===== config.mk =====
export PLATFORM = sky130hd
export DESIGN_NAME = rtc_alarm_irq
export DESIGN_NICKNAME = d
export VERILOG_FILES = /design/src/rtl/rtc_irq_pkg.sv /design/src/rtl/rtc_alarm_match.sv /design/src/rtl/rtc_period_flags.sv /design/src/rtl/rtc_irq_route.sv /design/src/rtl/rtc_alarm_irq.sv
export SDC_FILE = /design/constraint.sdc
export NUM_CORES = 1
export LEC_CHECK = 0
export BUFFER_PORTS_ARGS = -buffer_cell sky130_fd_sc_hd__buf_2
export CAP_MARGIN = 20
export CORE_MARGIN = 5
export CORE_UTILIZATION = 56
export CTS_CLUSTER_DIAMETER = 200
export CTS_CLUSTER_SIZE = 20
export DETAILED_ROUTE_END_ITERATION = 7
export PLACE_DENSITY = 0.92
export SYNTH_ARGS = -nofsm -noshare
export SYNTH_HDL_FRONTEND = slang
export SYNTH_SLANG_ARGS = --single-unit

===== constraint.sdc =====
create_clock -name clk -period 2.3 [get_ports clk]
set_input_delay 0.23 -clock clk [delete_from_list [all_inputs] [get_ports clk]]
set_output_delay 0.23 -clock clk [all_outputs]
set_load 0.01 [all_outputs]

===== src/rtl/rtc_irq_pkg.sv =====
// Package: shared widths, register addresses and bit positions of the
// alarm/interrupt controller. Assumes a byte-wide register window.
package rtc_irq_pkg;
    localparam int DW = 8;
    localparam int AW = 5;

    localparam logic [AW-1:0] A_MAIN = 5'h00;  // both pages
    localparam logic [AW-1:0] A_MODE = 5'h01;  // page 1
    localparam logic [AW-1:0] A_OUT  = 5'h02;  // page 1
    localparam logic [AW-1:0] A_PER  = 5'h03;  // page 0 flags / page 1 enables
    localparam logic [AW-1:0] A_ICTL = 5'h04;  // page 1
    localparam logic [AW-1:0] A_CMP0 = 5'h10;  // compare bytes, both pages

    localparam int MS_PEND = 0;
    localparam int MS_PF   = 1;
    localparam int MS_PER  = 2;
    localparam int MS_ALM  = 3;
    localparam int MS_PAGE = 6;
    localparam int IC_ALM  = 6;
    localparam int IC_PF   = 7;
endpackage


===== src/rtl/rtc_alarm_match.sv =====
// Alarm compare: tests each enabled compare byte against its live counter
// byte once per hundredth tick and pulses set_pulse on the tick in which
// the overall match begins. Assumes live bytes are stable around a tick.
module rtc_alarm_match #(
    parameter int NCMP = 6,
    parameter int DW   = 8
) (
    input  logic                 clk,
    input  logic                 rst_n,
    input  logic                 tick,
    input  logic [NCMP*DW-1:0]   live,
    input  logic [NCMP*DW-1:0]   cmp_val,
    input  logic [NCMP-1:0]      cmp_en,
    output logic                 set_pulse
);
    logic [NCMP-1:0] byte_eq;
    logic            match_now;
    logic            match_prev;

    // One equality comparator per compare byte.
    for (genvar i = 0; i < NCMP; i++) begin : g_eq
        assign byte_eq[i] = (live[i*DW +: DW] == cmp_val[i*DW +: DW]);
    end

    // A disabled byte forces its comparator to read as equal.
    assign match_now = &(byte_eq | ~cmp_en);

    // Remember the match state seen at the last tick; reset counts as matched.
    always_ff @(posedge clk) begin
        if (!rst_n)    match_prev <= 1'b1;
        else if (tick) match_prev <= match_now;
    end

    assign set_pulse = tick & match_now & ~match_prev;

    // an alarm event only ever arises on a hundredth tick.
    assert_alarm_on_tick_R1: assert property (@(posedge clk) disable iff (!rst_n)
        set_pulse |-> tick);
endmodule


===== src/rtl/rtc_period_flags.sv =====
// Periodic flags: one sticky flag per rollover rate, all cleared by an
// access to the flag register; also reports whether any enabled rate
// rolled over this cycle. Assumes roll pulses last one cycle.
module rtc_period_flags #(
    parameter int NPER = 6
) (
    input  logic            clk,
    input  logic            rst_n,
    input  logic [NPER-1:0] roll,
    input  logic [NPER-1:0] per_en,
    input  logic            clr,
    output logic [NPER-1:0] flags,
    output logic            sum_hit
);
    // Set on rollover, wipe on access; a same-cycle rollover survives.
    always_ff @(posedge clk) begin
        if (!rst_n) flags <= '0;
        else        flags <= roll | (clr ? '0 : flags);
    end

    // Enables only steer the summary, never the individual flags.
    assign sum_hit = |(roll & per_en);

    // a flag may only rise when its own rollover pulse was present.
    assert_flag_source_R4: assert property (@(posedge clk) disable iff (!rst_n)
        1'b1 |=> ((flags & ~$past(flags) & ~$past(roll)) == '0));
    // an access with no rollover leaves every flag clear.
    assert_flag_clear_R4: assert property (@(posedge clk) disable iff (!rst_n)
        (clr && roll == '0) |=> (flags == '0));
endmodule


===== src/rtl/rtc_irq_route.sv =====
// Output routing: combines the masked status sources onto the interrupt
// pin enable and the multi-function output. Purely combinational.
module rtc_irq_route (
    input  logic alarm_stat,
    input  logic alarm_ie,
    input  logic per_sum,
    input  logic pf_stat,
    input  logic pf_ie,
    input  logic mfo_sel,
    input  logic osc_clk,
    output logic intr_oe,
    output logic mfo,
    output logic irq_pend
);
    logic pf_irq;
    logic mfo_irq;

    // Power-fail interrupt exists only while the failure lasts and is enabled.
    assign pf_irq  = pf_stat & pf_ie;
    assign mfo_irq = pf_irq & ~mfo_sel;

    // Interrupt pin: masked alarm, periodic summary, and relocated power fail.
    assign intr_oe = (alarm_stat & alarm_ie) | per_sum | (pf_irq & mfo_sel);

    // Multi-function pin: power-fail interrupt or the buffered oscillator.
    assign mfo = mfo_sel ? osc_clk : pf_irq;

    // Pending summary mirrors whatever interrupt is visible on either pin.
    assign irq_pend = intr_oe | mfo_irq;

    // the pending summary is never low while the interrupt pin is pulled.
    always_comb begin
        assert_pend_covers_R7: assert (irq_pend || !intr_oe);
    end
endmodule


===== src/rtl/rtc_alarm_irq.sv =====
// Top: register window, main status byte, enable registers and the
// standby hook of the RTC alarm/interrupt controller. Assumes the counter
// block supplies live bytes, tick and rollover pulses in this clock domain
// and that pwr_fail is already debounced.
module rtc_alarm_irq
    import rtc_irq_pkg::*;
#(
    parameter int NCMP = 6,
    parameter int NPER = 6
) (
    input  logic                 clk,
    input  logic                 rst_n,
    input  logic                 rd_en,
    input  logic                 wr_en,
    input  logic [AW-1:0]        addr,
    input  logic [DW-1:0]        wdata,
    output logic [DW-1:0]        rdata,
    input  logic [NCMP*DW-1:0]   live_time,
    input  logic                 tick_hund,
    input  logic [NPER-1:0]      roll,
    input  logic                 pwr_fail,
    input  logic                 standby_enter,
    input  logic                 osc_clk,
    output logic                 intr_oe,
    output logic                 mfo
);
    localparam int CMP_LAST = NCMP - 1;

    logic                page_q;
    logic [2:0]          scratch_q;
    logic                alarm_q;
    logic                persum_q;
    logic                ibk_q;
    logic                mfo_sel_q;
    logic [NPER-1:0]     per_en_q;
    logic [NCMP-1:0]     cmp_en_q;
    logic                alarm_ie_q;
    logic                pf_ie_q;
    logic [DW-1:0]       cmp_q [NCMP];
    logic [NCMP*DW-1:0]  cmp_flat;

    logic wr_main, wr_mode, wr_out, wr_pen, wr_ictl, flag_acc;
    logic alarm_set, per_hit, irq_pend, wipe;
    logic [NPER-1:0] flags;

    // Address decode; page-specific registers need the matching page.
    assign wr_main  = wr_en && (addr == A_MAIN);
    assign wr_mode  = wr_en &&  page_q && (addr == A_MODE);
    assign wr_out   = wr_en &&  page_q && (addr == A_OUT);
    assign wr_pen   = wr_en &&  page_q && (addr == A_PER);
    assign wr_ictl  = wr_en &&  page_q && (addr == A_ICTL);
    assign flag_acc = (rd_en || wr_en) && !page_q && (addr == A_PER);
    assign wipe     = standby_enter && !ibk_q;

    // Compare byte storage, one register per byte.
    for (genvar i = 0; i < NCMP; i++) begin : g_cmp
        always_ff @(posedge clk) begin
            if (!rst_n)                                     cmp_q[i] <= '0;
            else if (wr_en && addr == A_CMP0 + AW'(i))      cmp_q[i] <= wdata;
        end
        assign cmp_flat[i*DW +: DW] = cmp_q[i];
    end

    rtc_alarm_match #(.NCMP(NCMP), .DW(DW)) u_match (
        .clk       (clk),
        .rst_n     (rst_n),
        .tick      (tick_hund),
        .live      (live_time),
        .cmp_val   (cmp_flat),
        .cmp_en    (cmp_en_q),
        .set_pulse (alarm_set)
    );

    rtc_period_flags #(.NPER(NPER)) u_flags (
        .clk     (clk),
        .rst_n   (rst_n),
        .roll    (roll),
        .per_en  (per_en_q),
        .clr     (flag_acc),
        .flags   (flags),
        .sum_hit (per_hit)
    );

    rtc_irq_route u_route (
        .alarm_stat (alarm_q),
        .alarm_ie   (alarm_ie_q),
        .per_sum    (persum_q),
        .pf_stat    (pwr_fail),
        .pf_ie      (pf_ie_q),
        .mfo_sel    (mfo_sel_q),
        .osc_clk    (osc_clk),
        .intr_oe    (intr_oe),
        .mfo        (mfo),
        .irq_pend   (irq_pend)
    );

    // Main status: page and scratch storage, event bits with write-one clear.
    always_ff @(posedge clk) begin
        if (!rst_n) begin
            page_q    <= 1'b0;
            scratch_q <= '0;
            alarm_q   <= 1'b0;
            persum_q  <= 1'b0;
        end else begin
            if (wr_main) begin
                page_q    <= wdata[MS_PAGE];
                scratch_q <= {wdata[7], wdata[5:4]};
            end
            alarm_q  <= alarm_set | (alarm_q  & ~(wr_main & wdata[MS_ALM]));
            persum_q <= per_hit   | (persum_q & ~(wr_main & wdata[MS_PER]));
        end
    end

    // Mode and output-select registers on page 1.
    always_ff @(posedge clk) begin
        if (!rst_n) begin
            ibk_q     <= 1'b0;
            mfo_sel_q <= 1'b0;
        end else begin
            if (wr_mode) ibk_q     <= wdata[0];
            if (wr_out)  mfo_sel_q <= wdata[0];
        end
    end

    // Interrupt enables; a standby wipe takes priority over a same-cycle write.
    always_ff @(posedge clk) begin
        if (!rst_n) begin
            per_en_q   <= '0;
            cmp_en_q   <= '0;
            alarm_ie_q <= 1'b0;
            pf_ie_q    <= 1'b0;
        end else begin
            if (wr_pen) per_en_q <= wdata[NPER-1:0];
            if (wr_ictl) begin
                cmp_en_q   <= wdata[NCMP-1:0];
                alarm_ie_q <= wdata[IC_ALM];
                pf_ie_q    <= wdata[IC_PF];
            end
            if (wipe) begin
                per_en_q   <= '0;
                alarm_ie_q <= 1'b0;
                pf_ie_q    <= 1'b0;
            end
        end
    end

    // Read multiplexer over the register window.
    always_comb begin
        rdata = '0;
        if (addr == A_MAIN) begin
            rdata = {scratch_q[2], page_q, scratch_q[1:0],
                     alarm_q, persum_q, pwr_fail, irq_pend};
        end else if (!page_q && addr == A_PER) begin
            rdata[NPER-1:0] = flags;
        end else if (page_q && addr == A_MODE) begin
            rdata[0] = ibk_q;
        end else if (page_q && addr == A_OUT) begin
            rdata[0] = mfo_sel_q;
        end else if (page_q && addr == A_PER) begin
            rdata[NPER-1:0] = per_en_q;
        end else if (page_q && addr == A_ICTL) begin
            rdata[NCMP-1:0] = cmp_en_q;
            rdata[IC_ALM]   = alarm_ie_q;
            rdata[IC_PF]    = pf_ie_q;
        end else begin
            for (int i = 0; i <= CMP_LAST; i++) begin
                if (addr == A_CMP0 + AW'(i)) rdata = cmp_q[i];
            end
        end
    end

    // writing 1 to the alarm bit clears it unless a new alarm arrives.
    assert_alarm_w1c_R3: assert property (@(posedge clk) disable iff (!rst_n)
        (wr_main && wdata[MS_ALM] && !alarm_set) |=> !alarm_q);
    // the periodic summary can only drop through a write-one clear.
    assert_persum_hold_R5: assert property (@(posedge clk) disable iff (!rst_n)
        (persum_q && !(wr_main && wdata[MS_PER])) |=> persum_q);
    // standby entry without backup interrupts wipes the enables.
    assert_standby_wipe_R9: assert property (@(posedge clk) disable iff (!rst_n)
        (standby_enter && !ibk_q) |=> (per_en_q == '0 && !alarm_ie_q && !pf_ie_q));
    // standby entry never disturbs the compare enables.
    assert_cmp_en_keep_R9: assert property (@(posedge clk) disable iff (!rst_n)
        (standby_enter && !wr_ictl) |=> $stable(cmp_en_q));
endmodule


==> flow_metrics.py, run 1 <==
metrics = {
    "floorplanning": {
        "die_width_um": 98.4,
        "effective_utilization_at_floorplan_pct": 57.0,
        "core_mm2": 0.00769,
        "design.die.area_mm2": 0.00969,
        "fp.dieH_um": 98.4,
        "rows": 32,
        "io_pins": 85,
    },
    "place": {
        "routabilityCongestion": 1.04,
        "io_buffer_count": 84,
        "detailedPlacementHpwl_mm": 9.78,
        "dpl_cell_area_mm2": 0.00494,
    },
    "cts": {
        "clkSlewWorstSetupHoldPaths_ns": 0.08,
        "cts-root-to-sink-buffers": 2,
        "cts_tree": "built",
        "cts_hold_repair.buffers": 0,
        "cts-root-buf": "clkbuf_8",
        "cts_buffers": 9,
        "insertion_delay_of_the_later_clocked_pin_in_the_worst_skew_pair_ns": 0.35,
        "htree_num_levels": 3,
        "cts_num_sinks": 77,
    },
    "power": {
        "vdd.ir_drop.worst_v": 0.000577,
        "p_leak_nw": 1.91,
        "power.density_mw_per_mm2": 577,
    },
    "synth": {
        "synthesis_warning_total": 0,
        "post_synth_mux_area_share_pct": 6.89,
        "synth.cell_area_mm2": 0.00438,
        "post_synth_main_area_contributors": "edfxtp_1, dfxtp_1, xnor2_1",
        "post_synth_inst_count": 433,
        "synth-compound-area-share_pct": 12.7,
        "seq_area_frac_synth_pct": 46.2,
        "synth-adder-area-share_pct": 0,
        "post_synth_and_or_nand_nor_area_fraction_pct": 21.6,
        "post_synth_num_cell_types": 46,
        "syn_avg_cell_area_um2": 10.1,
        "syn_nets": 508,
        "ys_seq_elements": 77,
        "synth_xor_xnor_area_share_pct": 9.80,
        "synth.largest_area_cell": "edfxtp_1",
        "synth_edf_count": 48,
        "yosys_most_used_dff": "edfxtp_1",
        "post_synth_arst_share_pct": 0,
        "synth.top_cell.area_share_pct": 32.9,
        "synth_top_family_by_area": "simple AND/OR/NAND/NOR gates",
    },
    "worst_setup_path": {
        "crit_path_cell_trace": "mux4_2 > a32oi_1 > nand2_1 > a222oi_1 > o22ai_1 > buf_2",
        "critical_path.max_stage_delay_ns": 0.53,
        "critical_path.endpoint_type": "output port",
        "arrival_ns": 2.06,
        "criticalPathCategory": "reg -> out",
        "cp_max_fo": 2,
        "critical-path-top-delay-family": "multiplexers",
        "timing.critical_path.buf_inv": 1,
        "slowest_stage": "mux4_2",
        "crit_required_ns": 2.07,
        "critical_path.startpoint_type": "flip-flop",
    },
    "timing": {
        "period_share_pct": 99.7,
        "worstMarginPinSlew_ns": 0.592,
        "clock_skew_ns": 0.00736,
        "tns_ns": 0,
        "setup_failing_eps_final": 0,
        "rsz0062_at_grt": "yes",
        "final-hold-violation-count": 0,
        "max_clock_freq_mhz": 436,
        "worst_slew_margin_rel_pct": 60.2,
        "max_slew_violation_count": 0,
        "final.min_clock_period_ns": 2.29,
    },
    "final_layout": {
        "layout.filler_cells": 602,
        "final_common_cell": "buf_2",
        "final_layout_size_suffix_gt1_share_pct": 24.9,
        "most-common-layout-cells": "buf_2, xnor2_1, edfxtp_1",
        "antennaDiodeCount": 0,
        "final_design_area_no_fill_mm2": 0.00514,
        "syn_to_final_growth_pct": 17.5,
        "fin_nets": 600,
    },
    "grt": {
        "groute.layer.met1.usage_pct": 35.1,
        "pin_count_of_the_biggest_net_entering_global_routing": 31,
        "global_route.usage.met2_pct": 42.7,
        "number_of_antenna_violations_at_the_first_check_in_global_routing": 0,
        "global_route.peak_usage_layer": "met2",
        "grt.total_usage_pct": 26.6,
        "gr-usage-met3_pct": 5.10,
        "grt_pass1_vias": 3717,
        "global_route_wire_length_before_repair_mm": 19.8,
        "grt-ovfl-total": 0,
    },
    "job": {
        "max-cap-violations": 0,
    },
    "run_status": {
        "status": "finished, final reports clean",
    },
    "hold_path": {
        "hp-class": "in -> reg",
    },
    "detailed_routing": {
        "detail_route.iter0.violations": 407,
        "routedWlPerCell_um": 20.2,
        "detailroute.via_count": 3872,
        "route.detailed.vias_per_inst": 6.13,
        "drtPass1Iterations": 5,
        "remaining_drc_errors": 0,
        "routed_wl_mm": 12.8,
        "antenna_left": 0,
    },
}
-- Yosys cell counts, drive strengths merged, types with 4 or more instances --
cell type  number
a21boi          7
a21oi          26
a221oi          6
and2           45
buf            11
clkbuf          9
dfxtp          29
edfxtp         48
inv             6
mux2i          11
mux4            8
nand2          46
nand2b          4
nand3          20
nand4          17
nor2           11
nor2b          16
nor3            9
o21ai          24
xnor2          49
-- registers in the layout, indices dropped and copies added, names as in the netlist, 3 cells and up --
signal         cells
scratch_q          3
cmp_en_q           6
per_en_q           6
cmp_q             48
u_flags.flags      6
-- routing by layer --
metal | part of all wire (%) | up-vias
li1 | - | 1757
met1 | 38 | 1841
met2 | 48 | 234
met3 | 8.8 | 40
met4 | 4.2 | 0
met5 | 0 | -
-- path summary, 6_finish.rpt --
kind	startpoint	slack (ns)	to	depth (start not counted)
max reg2reg	cmp_q[5][6]$_SDFFCE_PN0P_	0.69	alarm_q$_SDFF_PN0_	5
max	cmp_q[3][0]$_SDFFCE_PN0P_	0.007	rdata[0]	6
min reg2reg	alarm_ie_q$_SDFFE_PP0P_	0.50	alarm_ie_q$_SDFFE_PP0P_	2
min	roll[3]	0.13	u_flags.flags[3]$_SDFF_PN0_	3
-- final cells by class --
class                           count  area (um2)  share of cell area [%]
Clock buffer                        9         124                    2.41
Clock inverter                      7        65.1                    1.26
Inverter                            6        22.5                   0.438
Multi-Input combinational cell    330        2230                    43.4
Sequential cell                    77        2020                    39.3
Tap cell                          102         128                    2.48
Timing Repair Buffer              101         548                    10.7
-- stage by stage --
step / setup WS (ns) / cells / hold WS (ns) / total power [mW] / util (%)
4_1_cts: 0.0172 / 632 / 0.123 / 2.96 / 66.9
6_report: 0.00748 / 632 / 0.128 / 2.97 / 66.9
5_1_grt: -0.0607 / 632 / 0.118 / 3.08 / 66.9
3_5_place_dp: 0.150 / 615 / 0.482 / 2.01 / 64.3
2_1_floorplan: 0.341 / 433 / 0.369 / 1.82 / -
3_3_place_gp: 0.223 / 615 / 0.469 / 1.99 / 64.3
-- tightest hold or removal path, cell delays in order --
cell and delay [ns]:
buf_2 0.09, a21oi_1 0.04, nor2b_1 0.09
-- what timing repair did --
| action | 4_1_cts | 5_1_grt |
|---|---|---|
| resized for setup | 0 | 2 |
| setup endpoints to repair | 1 | 3 |
| gates cloned | 0 | 0 |
| buffers inserted | 1 | 0 |
| pin swaps | 0 | 0 |
-- power breakdown --
part	total, mW	internal (mW)	leakage (nW)	switching (mW)
Sequential	1.58	1.52	0.694	0.0570
Combinational	0.404	0.195	1.13	0.208
Clock	0.986	0.494	0.0908	0.492
Total	2.97	2.21	1.91	0.757
-- kinds of logic after synthesis --
logic type | after synthesis
buffers and inverters | 26
AO/OA/AOI/OAI | 87
AND/OR/NAND/NOR | 174
XOR/XNOR | 49
flip-flops | 77
multiplexers | 20
(Power assumes the default switching activity.)
==> inputs of run 2 (changes only) <==
--- a/config.mk
+++ b/config.mk
@@ -7,6 +7,7 @@
 export LEC_CHECK = 0
 export BUFFER_PORTS_ARGS = -buffer_cell sky130_fd_sc_hd__buf_2
 export CAP_MARGIN = 20
+export CORE_ASPECT_RATIO = 1.5
 export CORE_MARGIN = 5
 export CORE_UTILIZATION = 56
 export CTS_CLUSTER_DIAMETER = 200
==> flow_metrics.py, run 2 (synthesis results as in run 1) <==
metrics = {
    "place": {
        "io_buffer_count": 84,
        "numPlacedInstances": 617,
        "routabilityCongestion": 0.975,
        "dpl_cell_area_mm2": 0.00496,
        "detailedPlacementHpwl_mm": 11.0,
        "dp_slack_ns": 0.197,
    },
    "worst_setup_path": {
        "critical_path.startpoint_type": "flip-flop",
        "critical_path.endpoint_type": "output port",
        "startpoint": "cmp_q[0][0]$_SDFFCE_PN0P_",
        "slowest_stage": "mux4_2",
        "crit_path_cell_trace": "mux4_2 > a32oi_2 > nand2_1 > a222oi_1 > o22ai_1 > buf_2",
        "critical_path.max_stage_delay_ns": 0.49,
        "cp_max_fo": 2,
        "worst_r2r_endpoint": "alarm_ie_q$_SDFFE_PP0P_",
        "crit_required_ns": 2.07,
        "r2r-start": "page_q$_SDFFE_PN0P_",
        "arrival_ns": 2.11,
        "r2r_setup_slack_ns": 0.57,
        "criticalPathCategory": "reg -> out",
        "worstRegToRegCells": 5,
    },
    "detailed_routing": {
        "routed_wl_mm": 13.9,
        "route.detailed.vias_per_inst": 6.11,
        "antenna_left": 0,
        "routedWlPerCell_um": 21.8,
        "remaining_drc_errors": 0,
        "detailroute.via_count": 3903,
        "drtPass1Iterations": 6,
        "detail_route.iter0.violations": 279,
    },
    "hold_path": {
        "hp-class": "in -> reg",
        "hp-start": "tick_hund",
        "hold_path_end": "u_match.match_prev$_SDFFE_PN1P_",
        "worst_hold_path_cells": 2,
    },
    "final_layout": {
        "finish.cell_count_without_fillers": 639,
        "multiInputGateArea_mm2": 0.00225,
        "most-common-layout-cells": "buf_2, xnor2_1, edfxtp_1",
        "regMostFlops": "cmp_q",
        "fin_nets": 607,
        "syn_to_final_growth_pct": 21.3,
        "final_common_cell": "buf_2",
        "largest_reg_flops": 48,
        "finalCoreUtilization_pct": 69.8,
        "antennaDiodeCount": 0,
        "area.sequential_mm2": 0.00202,
        "layout.filler_cells": 572,
        "final_layout_size_suffix_gt1_share_pct": 26.3,
        "final_design_area_no_fill_mm2": 0.00531,
    },
    "floorplanning": {
        "die_width_um": 82.2,
        "effective_utilization_at_floorplan_pct": 57.5,
        "design.die.area_mm2": 0.00973,
        "core_mm2": 0.00761,
        "io_pins": 85,
        "fp.dieH_um": 118,
        "rows": 39,
    },
    "grt": {
        "grt_pass1_vias": 4023,
        "grt-ovfl-total": 0,
        "pin_count_of_the_biggest_net_entering_global_routing": 28,
        "grt.total_usage_pct": 30.3,
        "global_route_wire_length_before_repair_mm": 21.5,
        "number_of_antenna_violations_at_the_first_check_in_global_routing": 0,
    },
    "cts": {
        "cts_num_sinks": 77,
        "cts_buffers": 9,
        "insertion_delay_of_the_later_clocked_pin_in_the_worst_skew_pair_ns": 0.34,
        "cts-root-buf": "clkbuf_16",
        "cts_hold_repair.buffers": 0,
        "cts-root-to-sink-buffers": 2,
        "htree_num_levels": 3,
        "cts_tree": "built",
        "clkSlewWorstSetupHoldPaths_ns": 0.06,
    },
    "power": {
        "switching_power_mw": 0.832,
        "vdd.ir_drop.worst_v": 0.000718,
        "power_switching_share_pct": 24.8,
        "pwr-share-comb_pct": 12.7,
        "internal_power_mw": 2.53,
        "power.density_mw_per_mm2": 633,
        "seq_power_share_pct": 47.0,
        "p_leak_nw": 2.00,
        "clockPowerShare_pct": 40.3,
    },
    "timing": {
        "final-hold-violation-count": 0,
        "final.min_clock_period_ns": 2.34,
        "clock_skew_ns": 0.00936,
        "max_slew_violation_count": 0,
        "max_clock_freq_mhz": 427,
        "final_critical_path_setup_slack_ns": -0.0431,
        "period_share_pct": 102,
        "rsz0062_at_grt": "yes",
        "worst_slew_margin_rel_pct": 62.2,
        "worstMarginPinSlew_ns": 0.565,
        "setup_failing_eps_final": 1,
    },
    "run_status": {
        "failed_checks": "negative setup slack",
        "status": "finished, violations left",
    },
    "job": {
        "max-cap-violations": 0,
    },
}
## run 2: changes by cell type in the layout (fill, tap and decap cells not counted), moves of 2 or more
cell,previous run,this run
clkbuf_16,0,10
clkinvlp_2,2,0
clkbuf_8,9,0
buf_4,17,24
## run 2: area by class of cell
type | instances | share of cell area [%]
inverter | 6 | 0.424
tap | 102 | 2.40
clock buffer | 10 | 4.71
timing repair buffer | 108 | 11.3
clock inverter | 6 | 0.801
sequential | 77 | 38.1
multi-input combinational | 330 | 42.3
## run 2: what timing repair did
action	4_1_cts	5_1_grt
setup buffers	0	6
resized for setup	0	3
endpoints found under the setup margin	1	2
gates cloned	0	0
endpoints found under the hold margin	0	0
pin swaps	0	4
## run 2: worst max path at each step
stage	slack, ns	cells past startpoint	end
2_1_floorplan	0.34	4	cmp_q[0][0]$_SDFFCE_PN0P_
3_3_place_gp	0.18	7	rdata[5]
3_5_place_dp	0.20	7	rdata[5]
4_1_cts	-0.05	6	rdata[0]
5_1_grt	-0.13	6	rdata[0]
6_report	-0.04	6	rdata[0]
## run 2: power groups by stage
stage                     Clock (mW)  Combinational [mW]  Sequential (mW)
after floorplan                    0               0.238             1.58
after global placement             0               0.391             1.61
after detailed placement           0               0.406             1.61
after CTS                       1.37               0.408             1.58
after global routing            1.44               0.456             1.58
final                           1.35               0.426             1.58
## run 2: critical path: cells and delay by family, from the launching register on
kind,cells,cell delay (ns)
muxes,1,0.49
AOI/OAI and AO/OA,3,0.62
and+or+nand+nor,1,0.07
DFF,1,0.43
buffers and inverters,1,0.16
## run 2: metrics by stage
step	TNS (ns)	hold slack (ns)	power, mW
after floorplan	0	0.369	1.82
after global placement	0	0.467	2.00
after detailed placement	0	0.465	2.02
after CTS	-0.0457	0.138	3.36
after global routing	-0.204	0.147	3.48
final	-0.0431	0.143	3.36
## run 2: layer usage
layer | share of wire, % | vias to the layer above | global-route usage, %
li1 | - | 1777 | -
met1 | 34 | 1848 | 33.3
met2 | 53 | 219 | 52.1
met3 | 7.1 | 59 | 5.18
met4 | 5.8 | 0 | 19.1
met5 | 0 | - | 0
==> inputs of run 3 (changes only) <==
--- a/config.mk
+++ b/config.mk
@@ -14,6 +14,7 @@
 export CTS_CLUSTER_SIZE = 20
 export DETAILED_ROUTE_END_ITERATION = 7
 export PLACE_DENSITY = 0.92
+export RECOVER_POWER = 100
 export SYNTH_ARGS = -nofsm -noshare
 export SYNTH_HDL_FRONTEND = slang
 export SYNTH_SLANG_ARGS = --single-unit
==> flow_metrics.py, run 3 (synthesis results as in run 1) <==
metrics = {
    "floorplanning": {
        "die_width_um": 82.2,
        "effective_utilization_at_floorplan_pct": 57.5,
        "fp.dieH_um": 118,
        "design.die.area_mm2": 0.00973,
        "core_mm2": 0.00761,
        "io_pins": 85,
        "rows": 39,
    },
    "final_layout": {
        "area.sequential_mm2": 0.00202,
        "final_design_area_no_fill_mm2": 0.00529,
        "layout.filler_cells": 581,
        "finish.cell_count_without_fillers": 639,
        "most-common-layout-cells": "buf_2, xnor2_1, edfxtp_1",
        "antennaDiodeCount": 0,
        "fin_nets": 607,
        "final_layout_size_suffix_gt1_share_pct": 25.1,
        "regMostFlops": "cmp_q",
        "largest_reg_flops": 48,
        "multiInputGateArea_mm2": 0.00224,
        "final_common_cell": "buf_2",
        "syn_to_final_growth_pct": 20.8,
    },
    "cts": {
        "insertion_delay_of_the_later_clocked_pin_in_the_worst_skew_pair_ns": 0.34,
        "cts_buffers": 9,
        "cts_num_sinks": 77,
        "cts_tree": "built",
        "cts-root-to-sink-buffers": 2,
        "cts-root-buf": "clkbuf_16",
        "htree_num_levels": 3,
        "cts_hold_repair.buffers": 0,
        "clkSlewWorstSetupHoldPaths_ns": 0.06,
    },
    "power": {
        "pwr-share-comb_pct": 12.5,
        "power.density_mw_per_mm2": 635,
        "seq_power_share_pct": 47.0,
        "fin_total_pwr_mw": 3.36,
        "switching_power_mw": 0.835,
        "clockPowerShare_pct": 40.4,
        "power_switching_share_pct": 24.8,
        "p_leak_nw": 1.96,
        "internal_power_mw": 2.53,
        "vdd.ir_drop.worst_v": 0.000722,
    },
    "place": {
        "io_buffer_count": 84,
        "dpl_cell_area_mm2": 0.00496,
        "detailedPlacementHpwl_mm": 11.0,
        "numPlacedInstances": 617,
        "routabilityCongestion": 0.975,
        "dp_slack_ns": 0.197,
    },
    "detailed_routing": {
        "routedWlPerCell_um": 21.8,
        "detail_route.iter0.violations": 328,
        "antenna_left": 0,
        "routed_wl_mm": 14.0,
        "remaining_drc_errors": 0,
        "drtPass1Iterations": 6,
        "detailroute.via_count": 3887,
        "route.detailed.vias_per_inst": 6.08,
    },
    "worst_setup_path": {
        "critical_path.startpoint_type": "flip-flop",
        "criticalPathCategory": "reg -> out",
        "r2r-start": "page_q$_SDFFE_PN0P_",
        "critical_path.endpoint_type": "output port",
        "cp_max_fo": 2,
        "worstRegToRegCells": 5,
        "worst_r2r_endpoint": "alarm_ie_q$_SDFFE_PP0P_",
        "r2r_setup_slack_ns": 0.58,
        "crit_required_ns": 2.07,
        "arrival_ns": 2.11,
    },
    "timing": {
        "period_share_pct": 102,
        "clock_skew_ns": 0.00999,
        "max_clock_freq_mhz": 428,
        "rsz0062_at_grt": "yes",
        "max_slew_violation_count": 0,
        "final.min_clock_period_ns": 2.34,
        "worstMarginPinSlew_ns": 0.546,
        "final_critical_path_setup_slack_ns": -0.0384,
        "final-hold-violation-count": 0,
        "tns_ns": -0.0384,
        "setup_failing_eps_final": 1,
        "worst_slew_margin_rel_pct": 63.4,
    },
    "run_status": {
        "failed_checks": "negative setup slack",
        "status": "finished, violations left",
    },
    "hold_path": {
        "hp-class": "in -> reg",
        "hp-start": "tick_hund",
        "worst_hold_path_cells": 2,
        "hold_path_end": "u_match.match_prev$_SDFFE_PN1P_",
    },
    "grt": {
        "global_route_wire_length_before_repair_mm": 21.5,
        "grt.total_usage_pct": 30.3,
        "grt-ovfl-total": 0,
        "grt_pass1_vias": 4023,
        "number_of_antenna_violations_at_the_first_check_in_global_routing": 0,
        "pin_count_of_the_biggest_net_entering_global_routing": 28,
    },
    "job": {
        "max-cap-violations": 0,
    },
}
==> run 3: layer usage <==
metal,global-route usage (%),share of wire (%),vias up
li1,-,-,1775
met1,33.3,33,1843
met2,52.1,54,214
met3,5.18,7.3,55
met4,19.1,5.6,0
met5,0,0,-
==> run 3: worst max-delay path by stage <==
stage / start / end / slack, ns / depth (start not counted)
4_1_cts: cmp_q[0][0]$_SDFFCE_PN0P_ / rdata[0] / -0.05 / 6
2_1_floorplan: addr[1] / cmp_q[0][0]$_SDFFCE_PN0P_ / 0.34 / 4
6_report: cmp_q[0][0]$_SDFFCE_PN0P_ / rdata[0] / -0.04 / 6
3_3_place_gp: addr[0] / rdata[5] / 0.18 / 7
3_5_place_dp: addr[0] / rdata[5] / 0.20 / 7
5_1_grt: cmp_q[0][0]$_SDFFCE_PN0P_ / rdata[0] / -0.13 / 6
==> run 3: through the flow <==
stage               utilization, %  hold slack [ns]
global placement              65.1            0.467
global route                  69.5            0.147
CTS                           69.0            0.138
floorplan                        -            0.369
finish                        69.5            0.143
detailed placement            65.1            0.465
==> run 3: layout make-up <==
cell class / count / area share, %
Sequential cell: 77 / 38.2
Multi-Input combinational cell: 330 / 42.4
Tap cell: 102 / 2.41
Clock buffer: 10 / 4.73
Timing Repair Buffer: 108 / 11.0
Inverter: 6 / 0.426
Clock inverter: 6 / 0.804
==> run 3: repair_timing <==
item / 4_1_cts / 5_1_grt
gates resized for setup: 0 / 3
endpoints found under the setup margin: 1 / 2
setup buffers: 0 / 6
pin swaps: 0 / 4
==> run 3: power groups by stage <==
| stage | Sequential, mW | Clock, mW | Combinational [mW] |
|---|---|---|---|
| floorplan | 1.58 | 0 | 0.238 |
| global placement | 1.61 | 0 | 0.391 |
| detailed placement | 1.61 | 0 | 0.406 |
| CTS | 1.58 | 1.37 | 0.408 |
| global route | 1.58 | 1.44 | 0.452 |
| finish | 1.58 | 1.36 | 0.421 |
==> run 3: worst max-delay path: stages, from the launching register on <==
cell      delay [ns]
edfxtp_1        0.44
mux4_2          0.49
a32oi_2         0.16
nand2_1         0.07
a222oi_1        0.33
o22ai_1         0.13
buf_2           0.15
